File: config.mk
export PLATFORM = sky130hd
export DESIGN_NAME = hd_viterbi
export DESIGN_NICKNAME = d
export VERILOG_FILES = /design/src/rtl/hd_viterbi_pkg.sv /design/src/rtl/hd_viterbi_ctrl.sv /design/src/rtl/hd_viterbi_dp.sv /design/src/rtl/hd_viterbi.sv
export SDC_FILE = /design/constraint.sdc
export NUM_CORES = 1
export LEC_CHECK = 0
export BUFFER_PORTS_ARGS = -buffer_cell sky130_fd_sc_hd__buf_2
export CORE_UTILIZATION = 55
export DETAILED_ROUTE_END_ITERATION = 16
export PLACE_DENSITY_LB_ADDON = 0.15
export SETUP_SLACK_MARGIN = 0.15
export SKIP_LAST_GASP = 1
export SYNTH_ARGS = -nofsm -noshare
export SYNTH_HDL_FRONTEND = slang
export SYNTH_SLANG_ARGS = --single-unit
File: constraint.sdc
create_clock -name clk -period 15 [get_ports clk]
set_clock_uncertainty 0.1 [all_clocks]
set_input_delay 3 -clock clk [delete_from_list [all_inputs] [get_ports clk]]
set_output_delay 3 -clock clk [all_outputs]
set_load 0.005 [all_outputs]
File: src/rtl/hd_viterbi_pkg.sv
`timescale 1ns/1ps
package hd_viterbi_pkg;
  // strobes from the control side to the datapath
  typedef struct packed {
    logic step;   // a symbol is accepted this edge
    logic emit;   // that acceptance also loads an output beat
  } vitStrobe_t;
endpackage

File: src/rtl/hd_viterbi_ctrl.sv
`timescale 1ns/1ps
module hd_viterbi_ctrl
  import hd_viterbi_pkg::*;
#(
  parameter int TB = 15
) (
  input  logic       clk,
  input  logic       rstN,
  input  logic       ce,
  input  logic       inValid,
  input  logic       outReady,
  output logic       inReady,
  output logic       outValid,
  output vitStrobe_t strb
);
  localparam int CW = $clog2(TB);
  localparam logic [CW-1:0] FILL_LAST = CW'(TB - 1);

  logic [CW-1:0] fillCnt;
  logic          windowFull;

  assign windowFull = (fillCnt == FILL_LAST);

  always_comb begin
    inReady   = ce && (!outValid || outReady);
    strb.step = inValid && inReady;
    strb.emit = strb.step && windowFull;
  end

  always_ff @(posedge clk) begin
    if (!rstN) begin
      fillCnt  <= '0;
      outValid <= 1'b0;
    end else if (ce) begin
      if (strb.step && !windowFull) fillCnt <= fillCnt + 1'b1;
      if (strb.emit)                outValid <= 1'b1;
      else if (outReady)            outValid <= 1'b0;
    end
  end
endmodule

File: src/rtl/hd_viterbi_dp.sv
`timescale 1ns/1ps
module hd_viterbi_dp
  import hd_viterbi_pkg::*;
#(
  parameter int K    = 3,
  parameter int RATE = 2,
  parameter int TB   = 15,
  parameter logic [RATE*K-1:0] GEN_A = 6'o75,
  parameter logic [RATE*K-1:0] GEN_B = 6'o57
) (
  input  logic            clk,
  input  logic            rstN,
  input  vitStrobe_t      strb,
  input  logic [RATE-1:0] inData,
  input  logic            inSel,
  input  logic            inBlock,
  output logic            outData,
  output logic            outSel,
  output logic            outBlock,
  output logic            normReg
);
  localparam int SW = K - 1;                         // state bits
  localparam int NS = 1 << SW;                       // trellis states
  localparam int MW = $clog2(TB * RATE) + 2;         // metric width
  localparam int BW = $clog2(RATE + 1);              // branch cost width
  localparam int HD = TB - 2;                        // stored decision vectors

  typedef logic [MW-1:0] metric_t;

  metric_t         pm     [NS];
  metric_t         rawPm  [NS];
  metric_t         nextPm [NS];
  logic [NS-1:0]   dec;
  logic [NS-1:0]   hist   [HD];
  logic [1:0]      tagHist[TB-1];
  logic            allHigh;
  logic [SW-1:0]   bestSt;
  logic [SW-1:0]   tbSt;
  logic [RATE*K-1:0] genSet;

  function automatic logic [RATE-1:0] branchBits(input logic [RATE*K-1:0] g,
                                                 input logic [K-1:0] r);
    logic [RATE-1:0] b;
    for (int j = 0; j < RATE; j++) b[j] = ^(g[j*K +: K] & r);
    return b;
  endfunction

  function automatic logic [BW-1:0] hamming(input logic [RATE-1:0] x);
    logic [BW-1:0] c;
    c = '0;
    for (int j = 0; j < RATE; j++) c = c + BW'(x[j]);
    return c;
  endfunction

  function automatic metric_t satAdd(input metric_t a, input logic [BW-1:0] b);
    logic [MW:0] s;
    s = {1'b0, a} + {{(MW + 1 - BW){1'b0}}, b};
    return s[MW] ? {MW{1'b1}} : s[MW-1:0];
  endfunction

  assign genSet = inSel ? GEN_B : GEN_A;

  // add-compare-select and normalization
  always_comb begin
    logic [SW-1:0] nsv;
    logic [SW-1:0] pred;
    logic [K-1:0]  regBits;
    metric_t       c0;
    metric_t       c1;
    allHigh = 1'b1;
    for (int ns = 0; ns < NS; ns++) begin
      nsv     = SW'(ns);
      pred    = {nsv[SW-2:0], 1'b0};
      regBits = {nsv[SW-1], pred};
      c0      = satAdd(pm[pred], hamming(branchBits(genSet, regBits) ^ inData));
      pred    = {nsv[SW-2:0], 1'b1};
      regBits = {nsv[SW-1], pred};
      c1      = satAdd(pm[pred], hamming(branchBits(genSet, regBits) ^ inData));
      dec[ns]   = (c1 < c0);
      rawPm[ns] = (c1 < c0) ? c1 : c0;
      allHigh   = allHigh & rawPm[ns][MW-1];
    end
    for (int ns = 0; ns < NS; ns++)
      nextPm[ns] = allHigh ? {1'b0, rawPm[ns][MW-2:0]} : rawPm[ns];
  end

  // best state search and traceback
  always_comb begin
    metric_t bestVal;
    bestSt  = '0;
    bestVal = nextPm[0];
    for (int ns = 1; ns < NS; ns++) begin
      if (nextPm[ns] < bestVal) begin
        bestVal = nextPm[ns];
        bestSt  = SW'(ns);
      end
    end
    tbSt = {bestSt[SW-2:0], dec[bestSt]};
    for (int i = 0; i < HD; i++) tbSt = {tbSt[SW-2:0], hist[i][tbSt]};
  end

  always_ff @(posedge clk) begin
    if (!rstN) begin
      for (int ns = 0; ns < NS; ns++) pm[ns] <= (ns == 0) ? metric_t'(0) : {MW{1'b1}};
      for (int i = 0; i < HD; i++)     hist[i] <= '0;
      for (int i = 0; i < TB - 1; i++) tagHist[i] <= '0;
      outData  <= 1'b0;
      outSel   <= 1'b0;
      outBlock <= 1'b0;
      normReg  <= 1'b0;
    end else if (strb.step) begin
      for (int ns = 0; ns < NS; ns++) pm[ns] <= nextPm[ns];
      hist[0] <= dec;
      for (int i = 1; i < HD; i++) hist[i] <= hist[i-1];
      tagHist[0] <= {inSel, inBlock};
      for (int i = 1; i < TB - 1; i++) tagHist[i] <= tagHist[i-1];
      if (strb.emit) begin
        outData            <= tbSt[SW-1];
        {outSel, outBlock} <= tagHist[TB-2];
        normReg            <= allHigh;
      end
    end
  end
endmodule

File: src/rtl/hd_viterbi.sv
`timescale 1ns/1ps
module hd_viterbi
  import hd_viterbi_pkg::*;
#(
  parameter int K    = 3,
  parameter int RATE = 2,
  parameter int TB   = 5 * K,
  parameter logic [RATE*K-1:0] GEN_A = 6'o75,
  parameter logic [RATE*K-1:0] GEN_B = 6'o57
) (
  input  logic            clk,
  input  logic            rstN,
  input  logic            ce,
  input  logic            inValid,
  output logic            inReady,
  input  logic [RATE-1:0] inData,
  input  logic            inSel,
  input  logic            inBlock,
  output logic            outValid,
  input  logic            outReady,
  output logic            outData,
  output logic            outSel,
  output logic            outBlock,
  output logic            outNorm
);
  vitStrobe_t strb;
  logic       normReg;

  hd_viterbi_ctrl #(.TB(TB)) u_ctrl (
    .clk(clk), .rstN(rstN), .ce(ce), .inValid(inValid), .outReady(outReady),
    .inReady(inReady), .outValid(outValid), .strb(strb)
  );

  hd_viterbi_dp #(.K(K), .RATE(RATE), .TB(TB), .GEN_A(GEN_A), .GEN_B(GEN_B)) u_dp (
    .clk(clk), .rstN(rstN), .strb(strb), .inData(inData), .inSel(inSel),
    .inBlock(inBlock), .outData(outData), .outSel(outSel), .outBlock(outBlock),
    .normReg(normReg)
  );

  assign outNorm = normReg & outValid;
endmodule

==> Word-level counts from Yosys, hierarchy flattened <==
Memories as Yosys holds them, arrays and structs flattened. A register that Yosys moved wholly into a read port is not among the register bits.
Cells that the tools add are included.
Widths: inputs -> output; s select.
{ "totals": {"regBits": 7, "ramBits": 108, "inputBits": 9, "elab_cells": 198, "memories": 3} }
{ "memory_table": {"columns": ["name", "depth", "word_bits", "read_ports", "rd_ports_with_merged_regs", "write_ports", "line_no", "rtl"], "rows": [
  ["u_dp.hist", 13, 4, 12, 0, 13, "hd_viterbi_dp.sv:34", "logic [NS-1:0] hist [HD];"],
  ["u_dp.pm", 4, 7, 4, 0, 4, "hd_viterbi_dp.sv:30", "metric_t pm [NS];"],
  ["u_dp.tagHist", 14, 2, 14, 1, 14, "hd_viterbi_dp.sv:35", "logic [1:0] tagHist[TB-1];"]
]} }
{ "op_classes": {"n_addsub": 17, "magnitude_cmp": 20, "n_eq_ne": 1, "n_mux": 85, "bitwise_logic": 42, "n_reduce_logical": 26} }
{ "op_table": {"columns": ["cell", "n"], "rows": [
  ["$mux 7", 22],
  ["$add 7x2->8", 8],
  ["$mux 4", 13],
  ["$lt 7x7->1", 7],
  ["$lt 2x3->1 const B", 13],
  ["$reduce_xor 3->1", 13],
  ["$mux 2", 16],
  ["$or 1x1->1", 31],
  ["$bmux 1 s2", 13],
  ["$mux 1", 20],
  ["$add 1x1->2", 8],
  ["$xor 2x2->2", 7],
  ["$reduce_and 2->1", 3],
  ["$mux 5", 1],
  ["$add 4x1->4 const B", 1],
  ["$and 1x1->1", 4],
  ["$eq 4x4->1 const B", 1],
  ["$logic_and 1x1->1", 4],
  ["$logic_not 1->1", 3],
  ["$reduce_xor 3->1 const A", 1],
  ["$reduce_bool 2->1", 1],
  ["$logic_or 1x1->1", 1]
]} }

==> Logic depth before layout (Yosys ltp) <==
Gate-level depths: netlist (run 1).
{ "depth": {"depth_word": 44, "ltp_mapped": 61, "ltp_nobuf": 57} }

==> By module <==
Synthesis (run 1) repeated with hierarchy kept, for this count alone.
{ "hier_totals": {"cells_unflattened": 844, "area_unflattened_um2": 8295.5} }
{ "modules_own_cells": {"columns": ["module", "n_inst", "cells_per_inst", "area_each_um2", "seq_area_each_um2"], "rows": [
  ["hd_viterbi_dp", 1, 813, 8015.2, 3203.1],
  ["hd_viterbi_ctrl", 1, 30, 274.0, 100.1],
  ["hd_viterbi", 1, 1, 6.3, 0.0]
]} }

==> Worst setup path after synthesis (run 1) <==
OpenSTA, ideal clock, no wires.
{ "synth_timing": {"kind": "input port to flip-flop", "from": "in inSel", "to": "reg u_dp.outData", "setup_ns": 0.134, "arrival_ns": 13.592, "t_required_ns": 14.766, "slack_ns": 1.173, "cell_stages": 58, "n_path_buf": 3, "path_cell_list": "clkbuf_1 -> xnor2_1 -> inv_1 -> fa_1 -> inv_1 -> ha_1 -> nand3_1 -> xor2_1 -> o21ai_0 -> inv_1 -> ha_1 -> o2111a_1 -> o31ai_2 -> a21boi_0 -> o21ai_0 -> nand2b_1 -> clkbuf_1 -> a21oi_1 -> [... 22 more ...] -> nor2b_1 -> a2111o_1 -> a31o_1 -> a221oi_1 -> a211o_1 -> mux2i_1 -> mux2i_1 -> mux2_4 -> or3_4 -> and3_4 -> or3_4 -> a21bo_2 -> a2111oi_2 -> a311o_1 -> nor3_1 -> or3b_1 -> a31oi_1 -> o221ai_1"} }
{ "synth_between": {"elab_chain_cells": 44} }
{ "synth_lines": {"columns": ["item", "line_no", "rtl"], "rows": [
  ["start, declared", "hd_viterbi.sv:17", "input logic inSel,"],
  ["$mux 5 *", "hd_viterbi_dp.sv:61", "assign genSet = inSel ? GEN_B : GEN_A;"],
  ["$reduce_xor 3->1", "hd_viterbi_dp.sv:44", "for (int j = 0; j < RATE; j++) b[j] = ^(g[j*K +: K] & r);"],
  ["$xor 2x2->2, on equally long branches", "hd_viterbi_dp.sv:78, hd_viterbi_dp.sv:75", null],
  ["$add 1x1->2", "hd_viterbi_dp.sv:51", "for (int j = 0; j < RATE; j++) c = c + BW'(x[j]);"],
  ["$add 7x2->8", "hd_viterbi_dp.sv:57", "s = {1'b0, a} + {{(MW + 1 - BW){1'b0}}, b};"],
  ["$mux 7", "hd_viterbi_dp.sv:58", "return s[MW] ? {MW{1'b1}} : s[MW-1:0];"],
  ["$lt 7x7->1", "hd_viterbi_dp.sv:79, hd_viterbi_dp.sv:80", null],
  ["$mux 7", "hd_viterbi_dp.sv:80", "rawPm[ns] = (c1 < c0) ? c1 : c0;"],
  ["[... 28 more ...]", null, null],
  ["$bmux 1 s2", "hd_viterbi_dp.sv:99", "for (int i = 0; i < HD; i++) tbSt = {tbSt[SW-2:0], hist[i][tbSt]};"],
  ["$mux 1 (implied by the code)", "hd_viterbi_dp.sv:99", null],
  ["$bmux 1 s2", "hd_viterbi_dp.sv:99", null],
  ["$mux 1 (implied by the code)", "hd_viterbi_dp.sv:99", null],
  ["$bmux 1 s2", "hd_viterbi_dp.sv:99", null],
  ["$mux 1 (implied by the code)", "hd_viterbi_dp.sv:99", null],
  ["$bmux 1 s2 *", "hd_viterbi_dp.sv:99", null],
  ["$mux 1 (implied by the code) *", "hd_viterbi_dp.sv:99", null],
  ["end signal, assigned", "hd_viterbi_dp.sv:118", "outData <= tbSt[SW-1];"],
  ["end, declared", "hd_viterbi_dp.sv:17", "output logic outData,"]
]} }
Mark *: on every way between the ends. The rest lies on a longest branch, timed or not. The select of a mux whose other input is x is not followed.
A chain may end at the register's enable or synchronous reset.

==> Worst setup path in the final report (run 1) <==
{ "layout_timing": {"from": "in inData[0]", "to": "reg u_dp.outData"} }
{ "layout_between": {"elab_chain_cells": 42} }
{ "layout_lines": {"columns": ["item", "line_no", "rtl"], "rows": [
  ["start, declared", "hd_viterbi.sv:16", "input logic [RATE-1:0] inData,"],
  ["$xor 2x2->2, on equally long branches", "hd_viterbi_dp.sv:78, hd_viterbi_dp.sv:75", null],
  ["$add 1x1->2", "hd_viterbi_dp.sv:51", null],
  ["$add 7x2->8", "hd_viterbi_dp.sv:57", null],
  ["$mux 7", "hd_viterbi_dp.sv:58", null],
  ["$lt 7x7->1", "hd_viterbi_dp.sv:79, hd_viterbi_dp.sv:80", null],
  ["$mux 7", "hd_viterbi_dp.sv:80", null],
  ["$and 1x1->1 (3 in a row)", "hd_viterbi_dp.sv:81", "allHigh = allHigh & rawPm[ns][MW-1];"],
  ["$mux 7", "hd_viterbi_dp.sv:84", "nextPm[ns] = allHigh ? {1'b0, rawPm[ns][MW-2:0]} : rawPm[ns];"],
  ["[... 24 more ...]", null, null],
  ["$bmux 1 s2", "hd_viterbi_dp.sv:99", null],
  ["$mux 1 (implied by the code)", "hd_viterbi_dp.sv:99", null],
  ["$bmux 1 s2", "hd_viterbi_dp.sv:99", null],
  ["$mux 1 (implied by the code)", "hd_viterbi_dp.sv:99", null],
  ["$bmux 1 s2", "hd_viterbi_dp.sv:99", null],
  ["$mux 1 (implied by the code)", "hd_viterbi_dp.sv:99", null],
  ["$bmux 1 s2 *", "hd_viterbi_dp.sv:99", null],
  ["$mux 1 (implied by the code) *", "hd_viterbi_dp.sv:99", null]
]} }
Marked as above.

==> flow_metrics.tcl, run 1 <==
set metrics [dict create \
    maxCapViolations 0 \
    relSlewSlack_pct 22.21 \
    finalCriticalPeriod_ps 14300 \
    gp_congestion 0.9768 \
    period_share_pct 95.32 \
    placed_cell_area_mm2 0.008278 \
    slew_viol_final 0 \
    die_x_um 123.1 \
    dp_hpwl_um 13970 \
    startpoint_type "input pin" \
    power_frac_seq_pct 17.4 \
    ios 15 \
    worst_slack_ps 701.3 \
    antenna_left 0 \
    pwr-share-clk_pct 16.4 \
    synth_area_leader_cell "edfxtp_1" \
    syn-num-nets 914 \
    io_buffer_count 14 \
    cellLeakagePower_nw 3.745 \
    nets 928 \
    finalWirelength_um 19380 \
    grt_max_degree 90 \
    synth_top_area_share_pct 38.75 \
    hold_viol 0 \
    ys_warn_count 0 \
    synthFlopType "edfxtp_1" \
    ir_worst_vdd_mv 0.1546 \
    fin_setup_tns_ps 0 \
    track_usage_pct 26.24 \
    ys_types 75 \
    die_area_mm2 0.01514 \
    drtPass1Iterations 6 \
    drt_iter0_drc 716 \
    coreArea_mm2 0.01410 \
    dp_slack_ps -74.48 \
    cp_slowest_cell "fa_1" \
    cts_buffers 17 \
    cts.htree.levels 4 \
    antenna_cells 0 \
    area_growth_pct 11.67 \
    whs_ps 391.9 \
    synth_area_leaders "edfxtp_1 (39%), ha_1 (8.1%), and3_1 (4.6%)" \
    syn_avg_cell_area_um2 9.539 \
    status "completed" \
    holdPathEnd "u_dp.outSel" \
    worstPathRequired_ps 15180 \
    fin_util_pct 63.86 \
    grt_overflow 0 \
    final_layout_size_suffix_gt1_share_pct 12.73 \
    initial_core_util_pct 57.18 \
    async_flop_share_pct 0 \
    synth_edf_count 104 \
    placed_cells 1014 \
    crit_type "input pin to flip-flop" \
    timing.rr.start "u_dp.pm[0][0]" \
    power_density_mw_per_mm2 246.1 \
    cp_max_fo 8 \
    ctsRootBufferMaster "clkbuf_16" \
    r2r_setup_slack_ps 3120 \
    final_cell_area_mm2 0.009001 \
    hold_start "u_dp.outSel" \
    setup_viol 0 \
    cts_tree "done" \
    route.vias.total 6514 \
    layout.cells.non_filler 1052 \
    finalPower_mw 2.215 \
    n_fill_cell 1133 \
    cts.sinks 113 \
    grt_pass1_vias 6010 \
    crit_top_cell "ha_1" \
    regToRegEndpoint "u_dp.outData" \
    hold_path_class "flip-flop to flip-flop" \
    path_clk_slew_ps 60 \
    cts_buffer_depth 2 \
    multi_input_area_mm2 0.004584 \
    pwr-share-comb_pct 66.2 \
    arrival_ps 14480 \
    drc 0 \
    syn_area_mm2 0.008060 \
    clock_latency_ps 410 \
    antenna_found_initial 0 \
    clock.fmax_mhz 69.94 \
    via_per_inst 6.192 \
    syn_inst 845 \
    wl_per_cell_um 18.42 \
    num_rows 43 \
    die_h_um 123.1 \
    rsz0062_at_grt "false" \
    end_kind "flip-flop" \
    intPower_mw 1.178 \
    max_stage_delay_ps 440 \
    r2r.worst_path.cells 53 \
    min_path_cells 2 \
    grt_pass1_wl_um 30230 \
    max_slew.worst_pin.slew_ps 1167 \
    ys_seq_elements 113 \
    p_sw_mw 1.037 \
    seq_area_mm2 0.003303 \
    swShare_pct 46.83 \
    yosysSeqAreaShare_pct 40.98 \
]
-- per-layer routing --
layer,GRT usage [%],share of wire [%],vias up
met1,33.80,44,3150
met3,6.135,5.0,34
met5,0,0,-
li1,-,-,3129
met4,9.639,2.0,0
met2,43.05,49,201
-- worst max-delay path by stage --
stage | endpoint | start | cells after the start | slack [ps]
2_1_floorplan | u_dp.outData | inSel | 58 | 1170
3_3_place_gp | u_dp.outData | inData[0] | 53 | 360
3_5_place_dp | u_dp.outData | inData[0] | 52 | -70
4_1_cts | u_dp.outData | inData[0] | 52 | 310
5_1_grt | u_dp.outData | inData[1] | 53 | 90
6_report | u_dp.outData | inData[0] | 49 | 700
-- cell type report --
cell class	count	area share (%)
Tap cell	180	2.502
Inverter	44	1.835
Sequential cell	113	36.70
Multi-Input combinational cell	654	50.93
Clock buffer	18	4.768
Clock inverter	14	1.182
Timing Repair Buffer	29	2.085
-- synth_stat cells (all sizes together), types with 9 or more instances --
cell,n
and2,27
a31oi,9
xor2,16
o21ai,38
mux2i,26
nand2b,21
o21a,10
nand3,35
inv,43
xnor2,10
a21oi,44
edfxtp,104
mux2,12
dfxtp,9
nor2,83
nand4,16
and3,60
nor3,10
clkbuf,23
buf,11
nand2,81
ha,52
-- sequential cells by signal, indices dropped and copies added (netlist names) --
register         cells
u_dp.outData         1
u_dp.normReg         1
u_ctrl.fillCnt       4
u_ctrl.outValid      1
u_dp.tagHist        28
u_dp.outBlock        1
u_dp.outSel          1
u_dp.hist           48
u_dp.pm             28
-- worst max-delay path, delay by kind of cell --
family	cells	cell delay, ps
simple gates	15	2770
fa+ha+maj	6	1900
compound gates	20	5060
buf+inv	3	360
xor+xnor	1	230
mux	4	1130
-- repair_timing --
action / 4_1_cts / 5_1_grt
endpoints found under the setup margin: 0 / 1
hold buffers: 0 / 0
gates resized for setup: 0 / 29
setup buffers: 0 / 6
-- power by group through the flow --
stage          Combinational, mW  Sequential [mW]  Clock [mW]
2_1_floorplan               1.09            0.384           0
3_3_place_gp                1.27            0.390           0
3_5_place_dp                1.33            0.391           0
4_1_cts                     1.34            0.385       0.368
5_1_grt                     1.60            0.388       0.384
6_report                    1.47            0.386       0.362
-- layout by cell type, fill, tap and decap left out, types with 6 or more instances in the layout --
cell       count
a21o_1         8
a21oi_1       39
a31oi_1        7
and2_1        27
and3_1        59
buf_2         12
buf_4         15
clkbuf_16     17
dfxtp_1        9
edfxtp_1     104
fa_1           8
ha_1          52
inv_1         43
mux2_2         7
mux2i_1       22
nand2_1       79
nand2b_1      21
nand3_1       35
nand4_1       14
nor2_1        81
nor2b_1        6
o211ai_1       6
o21a_1        10
o21ai_0       34
or3_1          6
xnor2_1        9
xor2_1        15
-- cells by family after synthesis --
| group | Yosys count | synth area share (%) |
|---|---|---|
| flops | 113 | 40.98 |
| buf+inv | 78 | 3.943 |
| compound gates | 159 | 13.13 |
| xor+xnor | 26 | 2.825 |
| fa+ha+maj | 60 | 10.06 |
| simple gates | 371 | 23.97 |
| mux | 38 | 5.092 |
Power figures use the tool's default switching activity.
==> inputs of run 2 (changes only) <==
--- a/config.mk
+++ b/config.mk
@@ -6,11 +6,14 @@
 export NUM_CORES = 1
 export LEC_CHECK = 0
 export BUFFER_PORTS_ARGS = -buffer_cell sky130_fd_sc_hd__buf_2
-export CORE_UTILIZATION = 55
+export CELL_PAD_IN_SITES_DETAIL_PLACEMENT = 0
+export CELL_PAD_IN_SITES_GLOBAL_PLACEMENT = 1
+export CORE_UTILIZATION = 50
 export DETAILED_ROUTE_END_ITERATION = 16
 export PLACE_DENSITY_LB_ADDON = 0.15
 export SETUP_SLACK_MARGIN = 0.15
 export SKIP_LAST_GASP = 1
+export SLEW_MARGIN = 0
 export SYNTH_ARGS = -nofsm -noshare
 export SYNTH_HDL_FRONTEND = slang
 export SYNTH_SLANG_ARGS = --single-unit
==> run 2 against run 1 <==
Net effect: fmax rose by 0.53%; via count fell by 1.6%; sequential cell count did not move; global-route usage fell by 2.1 points; register-to-register slack improved by 50 ps; sequential share of layout area fell by 0.53 points; largest cell class unchanged; largest power group unchanged.
==> flow_metrics.tcl, run 2 (synthesis results as in run 1) <==
set metrics [dict create \
    worstPathRequired_ps 15190 \
    timing.rr.start "u_dp.pm[1][0]" \
    route.vias.total 6407 \
    die_h_um 129.0 \
    antenna_cells 0 \
    finalPower_mw 2.271 \
    slew_viol_final 0 \
    cts.sinks 113 \
    path_clk_slew_ps 60 \
    r2r.worst_path.cells 54 \
    gp_congestion 0.9014 \
    reg_top3 "u_dp.hist (48), u_dp.pm (28), u_dp.tagHist (28)" \
    cellLeakagePower_nw 3.778 \
    ctsRootBufferMaster "clkbuf_16" \
    track_usage_pct 24.15 \
    wl_met2_um 9071 \
    clock.fmax_mhz 70.31 \
    top_layer_used "met4" \
    cts_buffers 17 \
    cp_max_fo 9 \
    drt_iter0_drc 503 \
    endpoint "u_dp.outData" \
    startpoint "inData[0]" \
    area_growth_pct 13.30 \
    nets 929 \
    finalWirelength_um 19100 \
    antenna_left 0 \
    num_rows 46 \
    end_kind "flip-flop" \
    cp_slowest_cell "o21ai_0" \
    maxCapViolations 0 \
    arrival_ps 14410 \
    grt_pass1_vias 6135 \
    layout_commonest_cell "edfxtp_1" \
    dp_slack_ps -49.77 \
    ios 15 \
    initial_core_util_pct 50.92 \
    final_layout_size_suffix_gt1_share_pct 12.83 \
    period_share_pct 94.82 \
    grt_overflow 0 \
    cts_tree "done" \
    regToRegEndpoint "u_dp.outData" \
    ctsHoldBuffers 0 \
    final_cell_area_mm2 0.009133 \
    max_stage_delay_ps 550 \
    hold_viol 0 \
    crit_top_cell "ha_1" \
    crit_family "compound AO/OA/AOI/OAI gates" \
    setup_viol 0 \
    final_cell_mix "edfxtp_1 (104), nor2_1 (80), nand2_1 (79), and3_1 (59), ha_1 (51)" \
    relSlewSlack_pct 25.90 \
    io_buffer_count 14 \
    die_x_um 129.0 \
    path_depth 50 \
    r2r_setup_slack_ps 3170 \
    hold_path_class "flip-flop to flip-flop" \
    met3_length_um 724 \
    via_per_inst 5.883 \
    path_buf_inv 4 \
    max_slew.worst_pin.slew_ps 1112 \
    status "completed" \
    die_area_mm2 0.01663 \
    grt_pass1_wl_um 30990 \
    wl_per_cell_um 17.54 \
    crit_type "input pin to flip-flop" \
    drc 0 \
    cts_buffer_depth 2 \
    drtPass1Iterations 5 \
    coreArea_mm2 0.01583 \
    ir_worst_vdd_mv 0.2793 \
    drt-met1-wl_um 8853 \
    grt_max_degree 89 \
    cts.htree.levels 4 \
    worst_slack_ps 776.7 \
    antenna_found_initial 0 \
    power_density_mw_per_mm2 248.7 \
    finalCriticalPeriod_ps 14220 \
    startpoint_type "input pin" \
    top_register "u_dp.hist" \
    dp_hpwl_um 13940 \
    largest_register_ffs 48 \
    placed_cell_area_mm2 0.008338 \
    clock_latency_ps 420 \
]
run 2: changes by cell type in the layout (fill, tap and decap cells not counted), sizes merged:
cell      previous run  this run
buf                 27        28
bufinv               0         1
clkbuf              20        23
clkinv               9         6
clkinvlp             1         2
inv                 48        46
run 2: final cells by class:
cell class	count	area, um^2
timing repair buffer	30	195.2
clock buffer	21	503.0
multi-input combinational	654	4581
tap	216	270.3
inverter	44	165.2
fill	1356	6695
clock inverter	11	115.1
sequential	113	3303
run 2: stage by stage:
stage                     utilization [%]  hold slack [ps]  cells  setup TNS (ps)
after floorplan                         -            351.5    845               0
after global placement              52.68            375.1   1052               0
after detailed placement            52.68            381.9   1052          -49.77
after CTS                           56.58            395.9   1084               0
after global routing                57.70            427.5   1089          -13.16
final                               57.70            388.7   1089               0
run 2: how the worst min path moves through the flow:
stage                   endpoint  slack [ps]  cells after the start         start
finish               u_dp.outSel         390                      2   u_dp.outSel
detailed placement   u_dp.outSel         380                      2   u_dp.outSel
global placement     u_dp.outSel         380                      2   u_dp.outSel
CTS                  u_dp.outSel         400                      2   u_dp.outSel
global route         u_dp.outSel         430                      2   u_dp.outSel
floorplan           u_dp.normReg         350                      2  u_dp.normReg
run 2: report_power, final:
| part | switching (mW) | total (mW) | internal [mW] |
|---|---|---|---|
| combinational | 0.875 | 1.47 | 0.597 |
| clock | 0.155 | 0.414 | 0.259 |
| sequential | 0.0181 | 0.386 | 0.367 |
| total | 1.05 | 2.27 | 1.22 |
run 2: timing repair:
item / in CTS / in global routing
buffers inserted: 0 / 5
setup endpoints to repair: 0 / 1
gates resized for setup: 0 / 31
endpoints found under the hold margin: 0 / 0
run 2: metal layers:
metal	vias to the layer above	track usage, %
li1	3139	-
met1	3076	31.81
met2	154	39.43
met3	38	4.366
met4	0	9.550
met5	-	0
run 2: worst reg2reg max path, delay by kind of cell, from the launching register on:
family	cells	cell delay [ps]
simple gates	20	3470
flops	1	420
compound gates	20	4310
fa+ha+maj	6	1840
xor+xnor	1	150
mux	4	1150
buf+inv	3	240
==> inputs of run 3 (changes only) <==
--- a/config.mk
+++ b/config.mk
@@ -5,11 +5,11 @@
 export SDC_FILE = /design/constraint.sdc
 export NUM_CORES = 1
 export LEC_CHECK = 0
-export BUFFER_PORTS_ARGS = -buffer_cell sky130_fd_sc_hd__buf_2
 export CELL_PAD_IN_SITES_DETAIL_PLACEMENT = 0
 export CELL_PAD_IN_SITES_GLOBAL_PLACEMENT = 1
 export CORE_UTILIZATION = 50
 export DETAILED_ROUTE_END_ITERATION = 16
+export DONT_BUFFER_PORTS = 1
 export PLACE_DENSITY_LB_ADDON = 0.15
 export SETUP_SLACK_MARGIN = 0.15
 export SKIP_LAST_GASP = 1
==> run 3 against run 2 <==
Net effect: combinational power about the same; via count decreased by 0.12%; cell count decreased by 1.1%; hold slack got worse by 9.6 ps; fmax increased by 0.49%; critical path type unchanged; sequential share of layout area increased by 0.80 points; design area decreased by 2.2%; die area unchanged; highest routed layer unchanged; clock power decreased by 7.0%; worst setup slack improved by 70 ps.
==> flow_metrics.tcl, run 3 (synthesis results as in run 1) <==
set metrics [dict create \
    grt_overflow 0 \
    ir_worst_vdd_mv 0.2552 \
    setup_viol 0 \
    cts_tree "done" \
    finalWirelength_um 19190 \
    status "completed" \
    cts_buffers 17 \
    crit_family "compound AO/OA/AOI/OAI gates" \
    n_fill_cell 1395 \
    arrival_ps 14330 \
    relSlewSlack_pct 40.55 \
    max_slew.worst_pin.slew_ps 891.7 \
    route.vias.total 6399 \
    area_growth_pct 10.85 \
    die_area_mm2 0.01663 \
    max_stage_delay_ps 460 \
    period_share_pct 94.36 \
    drtPass1Iterations 5 \
    rsz0062_at_grt "false" \
    grt_pass1_vias 6031 \
    nets 917 \
    path_clk_slew_ps 60 \
    maxCapViolations 0 \
    top_register "u_dp.hist" \
    drc 0 \
    crit_type "input pin to flip-flop" \
    initial_core_util_pct 50.92 \
    crit_top_cell "ha_1" \
    layout.cells.non_filler 1077 \
    clock.fmax_mhz 70.65 \
    antenna_cells 0 \
    hold_path_class "flip-flop to flip-flop" \
    startpoint_type "input pin" \
    placed_cells 1039 \
    antenna_found_initial 0 \
    final_cell_mix "edfxtp_1 (104), nor2_1 (82), nand2_1 (80), and3_1 (59), ha_1 (52)" \
    slew_viol_final 0 \
    antenna_left 0 \
    cts.htree.levels 4 \
    io_buffer_count 0 \
    die_x_um 129.0 \
    grt_max_degree 72 \
    reg_top3 "u_dp.hist (48), u_dp.pm (28), u_dp.tagHist (28)" \
    num_rows 46 \
    track_usage_pct 24.01 \
    cp_max_fo 8 \
    gp_congestion 0.8954 \
    clock_latency_ps 410 \
    coreArea_mm2 0.01583 \
    power_density_mw_per_mm2 249.1 \
    seq_area_mm2 0.003303 \
    via_per_inst 5.942 \
    fin_util_pct 56.45 \
    ios 15 \
    layout_commonest_cell "edfxtp_1" \
    ctsRootBufferMaster "clkbuf_16" \
    die_h_um 129.0 \
    multi_input_area_mm2 0.004506 \
    grt_pass1_wl_um 30510 \
    cellLeakagePower_nw 3.677 \
    path_buf_inv 4 \
    largest_register_ffs 48 \
    cts_buffer_depth 2 \
    wl_per_cell_um 17.82 \
    finalCriticalPeriod_ps 14150 \
    end_kind "flip-flop" \
    dp_hpwl_um 14130 \
    fin_setup_tns_ps 0 \
    final_layout_size_suffix_gt1_share_pct 9.756 \
    cp_slowest_cell "fa_1" \
    hold_viol 0 \
    drt_iter0_drc 513 \
    cts.sinks 113 \
    worstPathRequired_ps 15180 \
]
-- run 3: area by class of cell --
class,count,area share [%]
Tap cell,216,3.025
Inverter,44,1.848
Timing Repair Buffer,18,1.512
Multi-Input combinational cell,654,50.43
Sequential cell,113,36.97
Clock inverter,11,1.288
Clock buffer,21,4.929
-- run 3: power breakdown --
group,switching [mW],total (mW),internal (mW),leakage [nW]
Combinational,0.854,1.46,0.601,2.30
Clock,0.143,0.385,0.242,0.266
Sequential,0.0175,0.385,0.368,1.12
Total,1.01,2.23,1.21,3.68
-- run 3: timing repair --
action                     4_1_cts  5_1_grt
setup endpoints to repair        0        1
gates resized for setup          0       14
hold endpoints to repair         0        0
buffers inserted                 0        6
hold buffers                     0        0
-- run 3: through the flow --
step	instance area (um^2)	hold WS, ps	setup slack (ps)	total power, mW
floorplan	8060	351.5	1173	1.469
global placement	8275	375.8	416.4	1.699
detailed placement	8275	373.6	116.1	1.742
CTS	8831	386.4	532.5	2.136
global route	8935	426.1	88.04	2.387
finish	8935	379.1	846.5	2.226
-- run 3: routing by layer --
| layer | vias up | wire length, um | GRT usage [%] |
|---|---|---|---|
| met4 | 0 | 458 | 8.927 |
| li1 | 3110 | - | - |
| met2 | 162 | 9316 | 39.87 |
| met1 | 3092 | 8630 | 31.00 |
| met5 | - | 0 | 0 |
| met3 | 35 | 790 | 4.782 |
-- run 3: final timing paths --
path / slack (ps) / end / cells past startpoint / from
setup / recovery: 850 / u_dp.outData / 56 / inData[0]
setup reg to reg: 3000 / u_dp.outData / 52 / u_dp.pm[1][0]
hold reg to reg: 380 / u_dp.normReg / 2 / u_dp.normReg
hold / removal: 380 / u_dp.normReg / 2 / u_dp.normReg
-- run 3: worst register-to-register path, delay by kind of cell (launching register included) --
family | cells | cell delay (ps)
mux | 4 | 1170
compound gates | 20 | 4470
simple gates | 19 | 3540
flops | 1 | 390
buf+inv | 4 | 540
fa+ha+maj | 5 | 1650
